`src/rtl/lin_hdr_pkg.sv`:
```
package lin_hdr_pkg;
  typedef enum logic [2:0] {ST_IDLE, ST_BRK, ST_DLM, ST_SYN, ST_PID} hdr_st_t;

  localparam logic [1:0] SEL_BRK    = 2'd0;
  localparam logic [1:0] SEL_SYN    = 2'd1;
  localparam logic [1:0] SEL_PID    = 2'd2;
  localparam logic [1:0] SEL_RXONLY = 2'd3;
  localparam logic [7:0] SYNC_BYTE  = 8'h55;
  localparam int         FRAME_BITS = 10;
endpackage

```
`src/rtl/lin_bit_timer.sv`:
```
module lin_bit_timer #(
  parameter int OVS = 16
) (
  input  logic clk,
  input  logic rst,
  input  logic run,
  input  logic tick,
  output logic bit_end,
  output logic mid
);
  localparam int SW = (OVS > 2) ? $clog2(OVS) : 1;
  localparam logic [SW-1:0] LAST = SW'(OVS - 1);
  localparam logic [SW-1:0] HALF = SW'(OVS / 2 - 1);

  logic [SW-1:0] sub;

  always_ff @(posedge clk) begin
    if (rst || !run) sub <= '0;
    else if (tick) sub <= (sub == LAST) ? '0 : sub + 1'b1;
  end

  assign bit_end = run && tick && (sub == LAST);
  assign mid     = run && tick && (sub == HALF);
endmodule

```
`src/rtl/lin_pid_calc.sv`:
```
module lin_pid_calc (
  input  logic [7:0] raw,
  input  logic       par_en,
  output logic [7:0] pid
);
  logic p0, p1;
  assign p0  = raw[0] ^ raw[1] ^ raw[2] ^ raw[4];
  assign p1  = ~(raw[1] ^ raw[3] ^ raw[4] ^ raw[5]);
  assign pid = par_en ? {p1, p0, raw[5:0]} : raw;
endmodule

```
`src/rtl/lin_hdr_seq.sv`:
```
module lin_hdr_seq
  import lin_hdr_pkg::*;
(
  input  logic       clk,
  input  logic       rst,
  input  logic       bit_end,
  input  logic [1:0] hdr_sel,
  input  logic [3:0] brk_len,
  input  logic [1:0] dlm_len,
  input  logic [7:0] pid_byte,
  input  logic       send_set,
  output logic       tx,
  output logic       busy,
  output logic       done
);
  localparam int FW = FRAME_BITS;

  hdr_st_t       st;
  logic [1:0]    sel_q;
  logic [3:0]    cnt;
  logic [FW-1:0] sh;

  always_ff @(posedge clk) begin
    if (rst) begin
      st    <= ST_IDLE;
      sel_q <= SEL_BRK;
      cnt   <= '0;
      sh    <= '0;
      tx    <= 1'b1;
      busy  <= 1'b0;
      done  <= 1'b0;
    end else begin
      done <= 1'b0;
      case (st)
        ST_IDLE: begin
          if (send_set && hdr_sel != SEL_RXONLY) begin
            st    <= ST_BRK;
            sel_q <= hdr_sel;
            cnt   <= brk_len;
            tx    <= 1'b0;
            busy  <= 1'b1;
          end
        end
        ST_BRK: begin
          if (bit_end) begin
            if (cnt == 4'd0) begin
              if (sel_q == SEL_BRK) begin
                st   <= ST_IDLE;
                tx   <= 1'b1;
                busy <= 1'b0;
                done <= 1'b1;
              end else begin
                st  <= ST_DLM;
                tx  <= 1'b1;
                cnt <= {2'b00, dlm_len};
              end
            end else begin
              cnt <= cnt - 4'd1;
            end
          end
        end
        ST_DLM: begin
          if (bit_end) begin
            if (cnt == 4'd0) begin
              st  <= ST_SYN;
              sh  <= {1'b1, SYNC_BYTE, 1'b0};
              tx  <= 1'b0;
              cnt <= 4'(FW - 1);
            end else begin
              cnt <= cnt - 4'd1;
            end
          end
        end
        ST_SYN, ST_PID: begin
          if (bit_end) begin
            if (cnt == 4'd0) begin
              if (st == ST_SYN && sel_q == SEL_PID) begin
                st  <= ST_PID;
                sh  <= {1'b1, pid_byte, 1'b0};
                tx  <= 1'b0;
                cnt <= 4'(FW - 1);
              end else begin
                st   <= ST_IDLE;
                tx   <= 1'b1;
                busy <= 1'b0;
                done <= 1'b1;
              end
            end else begin
              sh  <= {1'b0, sh[FW-1:1]};
              tx  <= sh[1];
              cnt <= cnt - 4'd1;
            end
          end
        end
        default: begin
          st   <= ST_IDLE;
          tx   <= 1'b1;
          busy <= 1'b0;
        end
      endcase
    end
  end
endmodule

```
`src/rtl/lin_bit_mon.sv`:
```
module lin_bit_mon (
  input  logic clk,
  input  logic rst,
  input  logic mid,
  input  logic busy,
  input  logic tx,
  input  logic rx,
  input  logic clr,
  output logic err
);
  always_ff @(posedge clk) begin
    if (rst) err <= 1'b0;
    else if (mid && busy && (rx != tx)) err <= 1'b1;
    else if (clr) err <= 1'b0;
  end
endmodule

```
`src/rtl/lin_hdr_gen.sv`:
```
module lin_hdr_gen #(
  parameter int OVS = 16
) (
  input  logic       clk,
  input  logic       rst,
  input  logic       bit_tick,
  input  logic [1:0] hdr_sel,
  input  logic [3:0] brk_len,
  input  logic [1:0] dlm_len,
  input  logic [7:0] pid_in,
  input  logic       par_en,
  input  logic       send_set,
  input  logic       err_clr,
  input  logic       rx_in,
  output logic       tx_out,
  output logic       send_busy,
  output logic       done,
  output logic       bit_err
);
  logic       bit_end, mid;
  logic [7:0] pid_byte;

  lin_bit_timer #(.OVS(OVS)) u_timer (
    .clk(clk), .rst(rst), .run(send_busy), .tick(bit_tick),
    .bit_end(bit_end), .mid(mid)
  );

  lin_pid_calc u_pid (.raw(pid_in), .par_en(par_en), .pid(pid_byte));

  lin_hdr_seq u_seq (
    .clk(clk), .rst(rst), .bit_end(bit_end), .hdr_sel(hdr_sel),
    .brk_len(brk_len), .dlm_len(dlm_len), .pid_byte(pid_byte),
    .send_set(send_set), .tx(tx_out), .busy(send_busy), .done(done)
  );

  lin_bit_mon u_mon (
    .clk(clk), .rst(rst), .mid(mid), .busy(send_busy), .tx(tx_out),
    .rx(rx_in), .clr(err_clr), .err(bit_err)
  );
endmodule

```
`config.mk`:
```
export PLATFORM = sky130hd
export DESIGN_NAME = lin_hdr_gen
export DESIGN_NICKNAME = d
export VERILOG_FILES = /design/src/rtl/lin_hdr_pkg.sv /design/src/rtl/lin_bit_timer.sv /design/src/rtl/lin_pid_calc.sv /design/src/rtl/lin_hdr_seq.sv /design/src/rtl/lin_bit_mon.sv /design/src/rtl/lin_hdr_gen.sv
export SDC_FILE = /design/constraint.sdc
export NUM_CORES = 1
export LEC_CHECK = 0
export BUFFER_PORTS_ARGS = -buffer_cell sky130_fd_sc_hd__buf_2
export CAP_MARGIN = 5
export CORE_MARGIN = 2
export CORE_UTILIZATION = 36
export DETAILED_ROUTE_END_ITERATION = 8
export MAX_ROUTING_LAYER = met4
export SLEW_MARGIN = 5
export SYNTH_ARGS = -nofsm -noshare
export SYNTH_HDL_FRONTEND = slang
export SYNTH_SLANG_ARGS = --single-unit
```
`constraint.sdc`:
```
create_clock -name clk -period 6.07 [get_ports clk]
set_clock_uncertainty 0.2 [all_clocks]
set_input_delay 0.607 -clock clk [delete_from_list [all_inputs] [get_ports clk]]
set_output_delay 0.607 -clock clk [all_outputs]
set_load 0.02 [all_outputs]
```
==> results.sh <==
export IMPL_report_final_setup_viol=0
export IMPL_synth_compound_area_share_pct=24.9
export IMPL_crit_path_cell_trace="inv_1 > ha_1 > nor3b_4 > or3_1 > nand4_2 > a211o_1 > a21oi_1"
export IMPL_required_ps=6080
export IMPL_clock_sinks=26
export IMPL_grt_pass1_wl_um=6620
export IMPL_drt_iter0_markers=29
export IMPL_worst_pin_slew_ps=786
export IMPL_synth_area_mm2=0.00171
export IMPL_timing_final_crit_period_ps=2430
export IMPL_critPathMaxStageDelay_ps=680
export IMPL_yosysUniqueCellTypes=57
export IMPL_synthAdderAreaFrac_pct=2.19
export IMPL_die_area_mm2=0.00532
export IMPL_syn2layout_area_growth_pct=12.4
export IMPL_wl_per_cell_um=13.4
export IMPL_whs_path_depth=2
export IMPL_async_reset_ff_share_pct=0
export IMPL_final_hold_violation_count=0
export IMPL_track_usage_pct=16.1
export IMPL_holdPathEnd="u_seq.sh[8]"
export IMPL_clk_latency_ps=280
export IMPL_viasPerCell=5.44
export IMPL_cts_setup_buffers=0
export IMPL_synth_edf_count=0
export IMPL_ys_seq_area_share_pct=30.4
export IMPL_p_leak_nw=0.758
export IMPL_num_antenna_cells=0
export IMPL_synth_seq_cells=26
export IMPL_worstHoldStart="u_seq.sh[8]"
export IMPL_numPortBuffers=26
export IMPL_ys_flop_type="dfxtp_1"
export IMPL_maxCapViolations=0
export IMPL_ant_nets=0
export IMPL_ctsHoldBuffers=0
export IMPL_layout_drive_gt1_share_pct=20.8
export IMPL_drc=0
export IMPL_synthSimpleGateAreaFrac_pct=27.3
export IMPL_cts_resized=0
export IMPL_rsz0062_at_grt="false"
export IMPL_status="finished clean"
export IMPL_cp_max_fo=19
export IMPL_crit_family="simple AND/OR/NAND/NOR gates"
export IMPL_yosysWarnings=0
export IMPL_htreeDepth=1
export IMPL_pre_cts_ws_ps=3660
export IMPL_dieWidth_um=72.9
export IMPL_critPathLaunchType="flip-flop"
export IMPL_placed_cells=276
export IMPL_rr_endpoint="u_seq.sh[8]"
export IMPL_hold_path_class="reg -> reg"
export IMPL_place_area_mm2=0.00185
export IMPL_cts_buffer_depth=2
export IMPL_antenna_found_initial=0
export IMPL_finalPower_w=0.000434
export IMPL_row_count=25
export IMPL_post_route_period_util_pct=40.0
export IMPL_synthXorXnorAreaFrac_pct=4.61
export IMPL_fmax_mhz=412
export IMPL_dr_pass1_iters=4
export IMPL_fin_area_mm2=0.00192
export IMPL_synth_cells=206
export IMPL_syn_nets=232
export IMPL_syn_area_per_cell_um2=8.30
export IMPL_dp_hpwl_um=2770
export IMPL_core_region_area_mm2=0.00466
export IMPL_grt_max_degree=25
export IMPL_synthMuxAreaShare_pct=6.44
export IMPL_grt_pass1_vias=1529
export IMPL_final_setup_tns_ps=0
export IMPL_die_y_um=72.9
export IMPL_numCtsBuffers=3
export IMPL_ir_drop_uv=118
export IMPL_cp_end_kind="flip-flop"
export IMPL_cts_tree="built"
export IMPL_slew_headroom_pct=47.6
export IMPL_drt_total_wl_um=3750
export IMPL_nets=253
export IMPL_r2r_cells=7
export IMPL_reg2reg_slack_ps=3640
export IMPL_grt_overflow_total=0
export IMPL_fin_cells=280
export IMPL_path_clk_slew_ps=90
export IMPL_crit_buf_inv=1
export IMPL_start_util_pct=36.7
export IMPL_fin_ws_ps=3640
export IMPL_synth_top_family_by_area="simple AND/OR/NAND/NOR gates"
export IMPL_pin_count=27
export IMPL_vias=1523
export IMPL_timing_rr_start="u_seq.cnt[0]"
export IMPL_finalMaxSlewViolations=0
export IMPL_cpMaxStageDelayCell="nor3b_4"
export IMPL_p_per_area_mw_per_mm2=225
export IMPL_critPathArrivalTime_ps=2430
export IMPL_gp_congestion=0.823
export IMPL_clockRootBuffer="clkbuf_8"
export IMPL_worstSetupPathType="reg -> reg"
state kept, by name, indices dropped and copies added, names as in the netlist:
| register | cells |
|---|---|
| u_seq.sh | 9 |
| u_seq.sel_q | 2 |
| u_seq.cnt | 4 |
| u_seq.st | 3 |
| u_seq.busy | 1 |
| u_mon.err | 1 |
| u_timer.sub | 4 |
| u_seq.tx | 1 |
| u_seq.done | 1 |
per-layer routing:
metal	vias to the layer above	track usage, %	routed length (µm)
li1	794	-	-
met1	689	20.0	1880
met2	33	25.7	1690
met3	7	2.49	107
met4	0	7.41	70
met5	-	-	0
cells in the final DEF (no fill, tap or decap), types with 4 or more instances in the layout:
master   instances
a21oi_1         15
buf_2           26
dfxtp_1         26
inv_1            4
mux2i_1         11
nand2_1         11
nand3_1          5
nand4_1          4
nor2_1          34
nor3_1           7
o21ai_0          5
o22ai_1          5
xnor2_1          7
final cells by class:
class	count	area, µm²
well taps	54	67.6
clock inverters	1	30.0
fillers	484	2740
clock buffers	3	41.3
repair buffers	26	130
flip-flops and latches	26	520
inverters	4	15.0
multi-input cells	166	1120
cell families after synthesis:
logic type               Yosys count
flip-flops                        26
XOR/XNOR                           9
AO/OA/AOI/OAI                     57
AND/OR/NAND/NOR                   86
adder cells (fa/ha/maj)            3
multiplexers                      11
buffers and inverters             14
Yosys cell counts, types with 4 or more instances:
library cell / n / area [µm²]
nand3_1: 5 / 25.0
a21oi_1: 15 / 75.1
nand2_1: 11 / 41.3
inv_1: 4 / 15.0
o21ai_0: 5 / 25.0
nor2_1: 34 / 128
dfxtp_1: 26 / 521
o22ai_1: 5 / 31.3
xnor2_1: 7 / 61.3
nor3_1: 7 / 35.0
mux2i_1: 11 / 110
buf_2: 6 / 30.0
nand4_1: 4 / 25.0
how the worst max path moves through the flow:
stage | start | end | depth (start not counted)
2_1_floorplan | u_seq.cnt[0] | u_seq.tx | 7
3_3_place_gp | u_seq.cnt[0] | u_seq.sh[8] | 7
3_5_place_dp | u_seq.cnt[0] | u_seq.sh[8] | 7
4_1_cts | u_seq.cnt[0] | u_seq.sh[8] | 7
5_1_grt | u_seq.cnt[0] | u_seq.sh[8] | 7
6_report | u_seq.cnt[0] | u_seq.sh[8] | 7
tightest hold or removal path, cell delays in order, from the launching register on:
cell	delay (ps)
dfxtp_1	320
nand2_1	50
a21oi_1	50
report_power, final:
group          switching (W)  total [W]  internal [W]
clock network      0.0000561   0.000144     0.0000883
logic              0.0000561   0.000104     0.0000477
registers         0.00000948   0.000185      0.000176
stage by stage:
stage                     util (%)  hold slack (ps)
after floorplan                  -              233
after global placement        39.7              253
after detailed placement      39.7              249
after CTS                     41.3              264
after global routing          41.3              319
final                         41.3              268
Note: power is estimated with default switching activity, not from simulation.
